`src/rtl/pat_pkg.sv`:
```
package pat_pkg;
  localparam int LA_W   = 16;                 // logical address width
  localparam int PAGE_W = 10;                 // page number width
  localparam int SEG_W  = 8;                  // segment number width
  localparam int NPTR   = 4;                  // page pointer count
  localparam int SELB   = $clog2(NPTR);       // pointer index bits
  localparam int OFS_W  = LA_W - SELB;        // in-page offset width
  localparam int PA_W   = SEG_W + LA_W;       // physical address width
  localparam int SEL_W  = $clog2(NPTR + 1);   // write select width

  typedef enum logic [1:0] {
    XM_PTR  = 2'b00,
    XM_PAGE = 2'b01,
    XM_SEG  = 2'b10,
    XM_RSVD = 2'b11
  } xmode_e;
endpackage

```
`src/rtl/pat_ptr_regs.sv`:
```
module pat_ptr_regs
  import pat_pkg::*;
(
  input  logic              clk,
  input  logic              rst_n,
  input  logic              wr_en,
  input  logic [SEL_W-1:0]  wr_sel,
  input  logic [PAGE_W-1:0] wr_data,
  input  logic              far_load,
  input  logic [SEG_W-1:0]  far_seg,
  output logic [PAGE_W-1:0] dpp [NPTR],
  output logic [SEG_W-1:0]  csp
);
  for (genvar i = 0; i < NPTR; i++) begin : g_ptr
    logic [PAGE_W-1:0] q;
    always_ff @(posedge clk or negedge rst_n) begin
      if (!rst_n) q <= '0;
      else if (wr_en && wr_sel == SEL_W'(i)) q <= wr_data;
    end
    assign dpp[i] = q;
  end

  logic [SEG_W-1:0] csp_q;
  always_ff @(posedge clk or negedge rst_n) begin
    if (!rst_n) csp_q <= '0;
    else if (far_load) csp_q <= far_seg;
    else if (wr_en && wr_sel == SEL_W'(NPTR)) csp_q <= wr_data[SEG_W-1:0];
  end
  assign csp = csp_q;
endmodule

```
`src/rtl/pat_data_path.sv`:
```
module pat_data_path
  import pat_pkg::*;
(
  input  logic              clk,
  input  logic              rst_n,
  input  logic              req_valid,
  output logic              req_ready,
  input  logic [LA_W-1:0]   req_addr,
  input  logic [1:0]        req_mode,
  input  logic [PAGE_W-1:0] req_ovr,
  input  logic [PAGE_W-1:0] dpp [NPTR],
  output logic              rsp_valid,
  input  logic              rsp_ready,
  output logic [PA_W-1:0]   rsp_addr
);
  logic [SELB-1:0] idx;
  logic [PA_W-1:0] nxt;
  logic            fire;

  assign idx = req_addr[LA_W-1 -: SELB];

  always_comb begin
    case (xmode_e'(req_mode))
      XM_PAGE: nxt = {req_ovr, req_addr[OFS_W-1:0]};
      XM_SEG:  nxt = {req_ovr[SEG_W-1:0], req_addr};
      default: nxt = {dpp[idx], req_addr[OFS_W-1:0]};
    endcase
  end

  assign req_ready = !rsp_valid || rsp_ready;
  assign fire      = req_valid && req_ready;

  always_ff @(posedge clk or negedge rst_n) begin
    if (!rst_n) begin
      rsp_valid <= 1'b0;
      rsp_addr  <= '0;
    end else if (fire) begin
      rsp_valid <= 1'b1;
      rsp_addr  <= nxt;
    end else if (rsp_ready) begin
      rsp_valid <= 1'b0;
    end
  end
endmodule

```
`src/rtl/pat_code_path.sv`:
```
module pat_code_path
  import pat_pkg::*;
(
  input  logic             clk,
  input  logic             rst_n,
  input  logic             req_valid,
  output logic             req_ready,
  input  logic [LA_W-1:0]  req_ip,
  input  logic             req_branch,
  input  logic             req_far,
  input  logic [SEG_W-1:0] req_seg,
  input  logic [SEG_W-1:0] csp,
  output logic             far_load,
  output logic             rsp_valid,
  input  logic             rsp_ready,
  output logic [PA_W-1:0]  rsp_addr,
  output logic             seg_err
);
  logic             fire;
  logic             last_top;
  logic [SEG_W-1:0] seg_now;

  assign req_ready = !rsp_valid || rsp_ready;
  assign fire      = req_valid && req_ready;
  assign far_load  = fire && req_far;
  assign seg_now   = req_far ? req_seg : csp;

  always_ff @(posedge clk or negedge rst_n) begin
    if (!rst_n) begin
      rsp_valid <= 1'b0;
      rsp_addr  <= '0;
      last_top  <= 1'b0;
      seg_err   <= 1'b0;
    end else begin
      seg_err <= 1'b0;
      if (fire) begin
        rsp_valid <= 1'b1;
        rsp_addr  <= {seg_now, req_ip};
        last_top  <= &req_ip;
        seg_err   <= last_top && !req_branch && !req_far;
      end else if (rsp_ready) begin
        rsp_valid <= 1'b0;
      end
    end
  end
endmodule

```
`src/rtl/pat_unit.sv`:
```
module pat_unit
  import pat_pkg::*;
(
  input  logic              clk,
  input  logic              rst_n,
  input  logic              wr_en,
  input  logic [SEL_W-1:0]  wr_sel,
  input  logic [PAGE_W-1:0] wr_data,
  input  logic              dreq_valid,
  output logic              dreq_ready,
  input  logic [LA_W-1:0]   dreq_addr,
  input  logic [1:0]        dreq_mode,
  input  logic [PAGE_W-1:0] dreq_ovr,
  output logic              drsp_valid,
  input  logic              drsp_ready,
  output logic [PA_W-1:0]   drsp_addr,
  input  logic              fetch_valid,
  output logic              fetch_ready,
  input  logic [LA_W-1:0]   fetch_ip,
  input  logic              fetch_branch,
  input  logic              fetch_far,
  input  logic [SEG_W-1:0]  fetch_seg,
  output logic              crsp_valid,
  input  logic              crsp_ready,
  output logic [PA_W-1:0]   crsp_addr,
  output logic              boundary_error
);
  logic [PAGE_W-1:0] dpp [NPTR];
  logic [SEG_W-1:0]  csp;
  logic              far_load;

  pat_ptr_regs u_regs (
    .clk(clk), .rst_n(rst_n), .wr_en(wr_en), .wr_sel(wr_sel), .wr_data(wr_data),
    .far_load(far_load), .far_seg(fetch_seg), .dpp(dpp), .csp(csp)
  );

  pat_data_path u_data (
    .clk(clk), .rst_n(rst_n), .req_valid(dreq_valid), .req_ready(dreq_ready),
    .req_addr(dreq_addr), .req_mode(dreq_mode), .req_ovr(dreq_ovr), .dpp(dpp),
    .rsp_valid(drsp_valid), .rsp_ready(drsp_ready), .rsp_addr(drsp_addr)
  );

  pat_code_path u_code (
    .clk(clk), .rst_n(rst_n), .req_valid(fetch_valid), .req_ready(fetch_ready),
    .req_ip(fetch_ip), .req_branch(fetch_branch), .req_far(fetch_far),
    .req_seg(fetch_seg), .csp(csp), .far_load(far_load),
    .rsp_valid(crsp_valid), .rsp_ready(crsp_ready), .rsp_addr(crsp_addr),
    .seg_err(boundary_error)
  );
endmodule

```
`config.mk`:
```
export PLATFORM = sky130hd
export DESIGN_NAME = pat_unit
export DESIGN_NICKNAME = d
export VERILOG_FILES = /design/src/rtl/pat_pkg.sv /design/src/rtl/pat_ptr_regs.sv /design/src/rtl/pat_data_path.sv /design/src/rtl/pat_code_path.sv /design/src/rtl/pat_unit.sv
export SDC_FILE = /design/constraint.sdc
export NUM_CORES = 1
export LEC_CHECK = 0
export ABC_AREA = 1
export BUFFER_PORTS_ARGS = -buffer_cell sky130_fd_sc_hd__buf_2
export CAP_MARGIN = 20
export CORE_AREA = 2 2 93 161
export DETAILED_ROUTE_END_ITERATION = 8
export DIE_AREA = 0 0 95 163
export PLACE_DENSITY = 0.57
export SYNTH_ARGS = -nofsm -noshare
export SYNTH_HDL_FRONTEND = slang
export SYNTH_SLANG_ARGS = --single-unit
```
`constraint.sdc`:
```
create_clock -name clk -period 2.2 [get_ports clk]
set_input_delay 0.22 -clock clk [delete_from_list [all_inputs] [get_ports clk]]
set_output_delay 0.22 -clock clk [all_outputs]
set_load 0.02 [all_outputs]
```
Word level (Yosys, flattened, before mapping):

Cells that the tools add are included.

* input bits: 74
* memories: 0
* logic and storage cells: 52
* bits in writable memories: 0
* output and inout port bits: 53
* register bits after elaboration: 100
* memory bits (read-only): 0
* bits in latches: 0

* $add $sub $neg: 0
* bitwise operators: 1
* equality and inequality tests: 6
* shifts and indexed selects: 0
* mux-type cells: 12
* order comparisons: 1
* multiply operators: 0
* divide/modulo/power cells: 0
* reduce and logical (&&, ||, !) cells: 21

Operators by type and width (count)
* $pmux 24 s2: 1
* $mux 8: 3
* $bmux 10 s2: 1
* $mux 10: 2
* $reduce_and 16->1: 1
* $logic_and 1x1->1: 10
* $eq 3x2->1 const B: 2
* $reduce_bool 2->1: 3
* $mux 1: 5
* $logic_not 1->1: 4
* $eq 3x1->1 const B: 1
* $eq 3x3->1 const B: 1
* $ge 3x3->1 const B: 1
* $logic_not 3->1: 1
* $not 2->3: 1
* $eq 2x1->1 const B: 1
* $eq 2x2->1 const B: 1
* $logic_or 1x1->1: 2

Depth between registers and ports, before layout:

* depth after elaboration: 5
* gate-level depth with buffers: 8
* depth with buffers taken out: 7

Cells and area by module:

A second synthesis with hierarchy kept.

* cell total of the unflattened synthesis: 593
* area, all modules: 4754.6 um2

By module, submodules not included
* pat_ptr_regs: seq. area each 1201.2 um2, area each 1999.4 um2, instances 1, cells each 225
* pat_data_path: seq. area each 625.6 um2, area each 1544.0 um2, instances 1, cells each 232
* pat_code_path: seq. area each 675.6 um2, area each 1211.2 um2, instances 1, cells each 136

Worst setup path after synthesis:

OpenSTA, ideal clock, no wires.

* path type: reg-to-reg
* from: register u_code.rsp_valid
* to: register u_regs.csp_q[6] (netlist: u_regs.csp[6])
* setup time: 0.117 ns
* data arrival time: 1.086 ns
* cell stages (with the launch flop): 8
* period minus slack after synthesis: 1.202 ns
* buffers on the path: 1
* required time: 2.083 ns
* setup slack: 0.998 ns
* cells stage by stage: dfrtp_1 nand2_4 nand3_2 buf_6 nand2_1 nand2_1 nand2_1 nand2_1

* cells in the longest elaborated chain, start to end: 5
* elaborated cells between the ends (all ways): 6
* those cells by class: mux (1); reduce/logical (5)

RTL lines
* start: declaration: RTL line pat_code_path.sv:14 `output logic rsp_valid,`
* start signal: assignment: RTL line pat_code_path.sv:30 `rsp_valid <= 1'b0;`
* start signal: assignment: RTL line pat_code_path.sv:37 `rsp_valid <= 1'b1;`
* start signal: assignment: RTL line pat_code_path.sv:42 `rsp_valid <= 1'b0;`
* $logic_not 1->1 *: RTL line pat_code_path.sv:23 `assign req_ready = !rsp_valid || rsp_ready;`
* $logic_or 1x1->1 *: RTL line pat_code_path.sv:23
* net fetch_ready: RTL line pat_unit.sv:18 `output logic fetch_ready,`
* $logic_and 1x1->1 *: RTL line pat_code_path.sv:24 `assign fire = req_valid && req_ready;`
* $logic_and 1x1->1 *: RTL line pat_code_path.sv:25 `assign far_load = fire && req_far;`
* $mux 8 / $reduce_bool 2->1 (equally long branches)
* end signal: assignment: RTL line pat_ptr_regs.sv:26 `else if (far_load) csp_q <= far_seg;`
* end signal: assignment: RTL line pat_ptr_regs.sv:27 `else if (wr_en && wr_sel == SEL_W'(NPTR)) csp_q <= wr_data[SEG_W-1:0];`
* end: declaration: RTL line pat_ptr_regs.sv:23 `logic [SEG_W-1:0] csp_q;`

The timed path passes the listed nets; every way through them passes the cells marked *.
A chain may end at the register's enable or synchronous reset.

Worst setup path after layout:

* from: register u_data.rsp_valid
* to: output dreq_ready

* cells in the longest elaborated chain, start to end: 2

RTL lines
* start: declaration: RTL line pat_data_path.sv:12 `output logic rsp_valid,`
* start signal: assignment: RTL line pat_data_path.sv:35 `rsp_valid <= 1'b0;`
* start signal: assignment: RTL line pat_data_path.sv:38 `rsp_valid <= 1'b1;`
* start signal: assignment: RTL line pat_data_path.sv:41 `rsp_valid <= 1'b0;`
* $logic_not 1->1: RTL line pat_data_path.sv:30 `assign req_ready = !rsp_valid || rsp_ready;`
* $logic_or 1x1->1: RTL line pat_data_path.sv:30
* end: declaration: RTL line pat_unit.sv:10 `output logic dreq_ready,`

No other way between the ends.

==> results.json <==
{
  "initial_utilization_pct": 32.1,
  "period_share_pct": 65.7,
  "design_area_um2": 5630,
  "drtAntennaViolNets": 0,
  "syn_nets": 639,
  "path_class": "flop to output pin",
  "period_needed_ps": 1440,
  "dpl_cell_area_um2": 5300,
  "synth.yosys.seq_area_share_pct": 54.6,
  "dp.cells": 845,
  "cp_slowest_cell": "dfrtp_1",
  "startpoint_type": "flop",
  "die_x_um": 95,
  "cp_max_fo": 17,
  "drive_above_1_share_pct": 24.4,
  "postCtsSetupRepairBufs": 0,
  "power_density_nw_per_um2": 899,
  "crit_path_end_kind": "output pin",
  "cts.clk_slew.worst_paths_ps": 70,
  "yosys_warnings": 0,
  "ys_types": 23,
  "drv_cap": 0,
  "drv_slew": 0,
  "synthToLayoutAreaGrowth_pct": 22.8,
  "clockBufferDepth": 2,
  "path_cells": "nand2_2, buf_2",
  "clock_latency_ps": 340,
  "min_path_type": "input port to flop",
  "cts-resized-gates": 0,
  "syn_area_per_cell_um2": 8.14,
  "cts_buffers": 9,
  "rsz0062_at_grt": "false",
  "ir_drop_v": 0.000513,
  "htree_levels": 3,
  "rows": 58,
  "cts_hold_buf": 1,
  "fmax_mhz": 692,
  "fin_worst_skew_ps": 4.30,
  "syn_inst": 563,
  "setup_viol": 0,
  "synth_area_um2": 4580,
  "tns_ps": 0,
  "p_leak_nw": 3.05,
  "clock-sinks": 100,
  "hold_viol": 0,
  "port_buffers": 126,
  "vias": 4021,
  "core_area_um2": 14300,
  "grt_pass1_vias": 3993,
  "vias_per_cell": 4.67,
  "fin_util_pct": 39.4,
  "root_buffer": "clkbuf_16",
  "timing_worst_slew_pin_value_ps": 702,
  "layout_setup_ws_ps": 756,
  "drc_errors": 0,
  "grt.total_usage_pct": 15.8,
  "detailedPlace.worstSlack_ps": 770,
  "insertedDiodeCount": 0,
  "seqCellArea_um2": 2500,
  "dieArea_um2": 15500,
  "wl_per_cell_um": 13.7,
  "globalplace.congestion": 0.764,
  "die_h_um": 163,
  "drt_iter0_drc": 183,
  "relSlewSlack_pct": 53.1,
  "dp_hpwl_um": 8600,
  "multiInputGateArea_um2": 1790,
  "worst-path-buf-inv": 1,
  "totalWireLength_um": 11800,
  "grt_antenna_before_repair": 0,
  "max_stage_delay_ps": 380,
  "status": "complete, no violations",
  "synth_seq_cells": 100,
  "drtPass1Iterations": 6,
  "fillers": 1457,
  "final_cells": 861,
  "crit_arrival_ps": 1220,
  "final_common_cell": "nand2_1",
  "crit_family": "flip-flops",
  "final_cell_mix": "269 x nand2_1, 125 x buf_2, 100 x dfrtp_1",
  "grt_max_degree": 44,
  "io-pin-count": 127,
  "overflow": 0,
  "cts_tree": "done",
  "required_ps": 1980,
  "num-nets-final": 753,
  "grt_pass1_wl_um": 19200
}
-- cell families (layout without fill, tap and decap cells) --
| logic type | after synthesis | count (layout) | share of synthesized area, % |
|---|---|---|---|
| flops | 100 | 100 | 54.6 |
| fa+ha+maj | 2 | 2 | 0.546 |
| buf+inv | 54 | 172 | 6.30 |
| compound gates | 61 | 61 | 7.23 |
| simple gates | 346 | 346 | 31.3 |
-- report_power, final --
group          internal (mW)  switching [mW]
sequential              2.15           0.170
combinational          0.374           0.672
clock                   1.02           0.672
-- cell usage after synthesis, drive strengths merged --
library cell,instances,share of area [%]
nor2,7,0.68
dfrtp,100,55
nor4,1,0.27
o21ai,41,5.0
a21oi,20,2.2
buf,27,4.0
nand3,55,6.1
clkbuf,3,0.30
nand2,274,23
ha,2,0.55
clkinv,1,0.082
nand4,9,1.2
inv,23,1.9
-- sequential cells by signal (all words and copies together), names as in the netlist --
signal / count
u_regs.csp: 8
u_code.rsp_valid: 1
u_code.seg_err: 1
u_code.last_top: 1
u_data.rsp_addr: 24
u_code.rsp_addr: 24
u_data.rsp_valid: 1
u_regs.g_ptr.q: 40
-- stage by stage --
stage / hold WS [ps] / total power, mW
final: 39.8 / 5.06
after detailed placement: 175 / 3.40
after CTS: 25.2 / 5.12
after floorplan: -75.6 / 3.01
after global placement: 174 / 3.38
after global routing: 26.5 / 5.35
-- metal layers --
layer / share of wire [%] / GRT usage (%)
met4: 1.2 / 4.55
met2: 51 / 28.0
met1: 41 / 18.2
met5: 0 / 0
met3: 6.7 / 4.35
-- cell type report --
cell class	count	area share [%]
sequential	100	44.5
multi-input combinational	409	31.9
timing repair buffer	133	12.4
clock buffer	11	4.31
tap	180	4.00
inverter	24	1.60
clock inverter	4	1.31
-- path summary, 6_finish.rpt --
kind,to,start,cells past startpoint,slack [ps]
max,dreq_ready,u_data.rsp_valid$_DFFE_PN0P_,2,760
min,u_code.seg_err$_DFF_PN0_,fetch_branch,2,40
max reg2reg,u_regs.csp[6]$_DFFE_PN0P_,u_code.rsp_valid$_DFFE_PN0P_,6,780
min reg2reg,u_data.rsp_addr[0]$_DFFE_PN0P_,u_data.rsp_addr[0]$_DFFE_PN0P_,2,470
max in group asynchronous,u_regs.csp[5]$_DFFE_PN0P_,rst_n,3,1130
min in group asynchronous,u_data.rsp_addr[5]$_DFFE_PN0P_,rst_n,2,350
No activity file was read; power rests on OpenSTA's default activity.
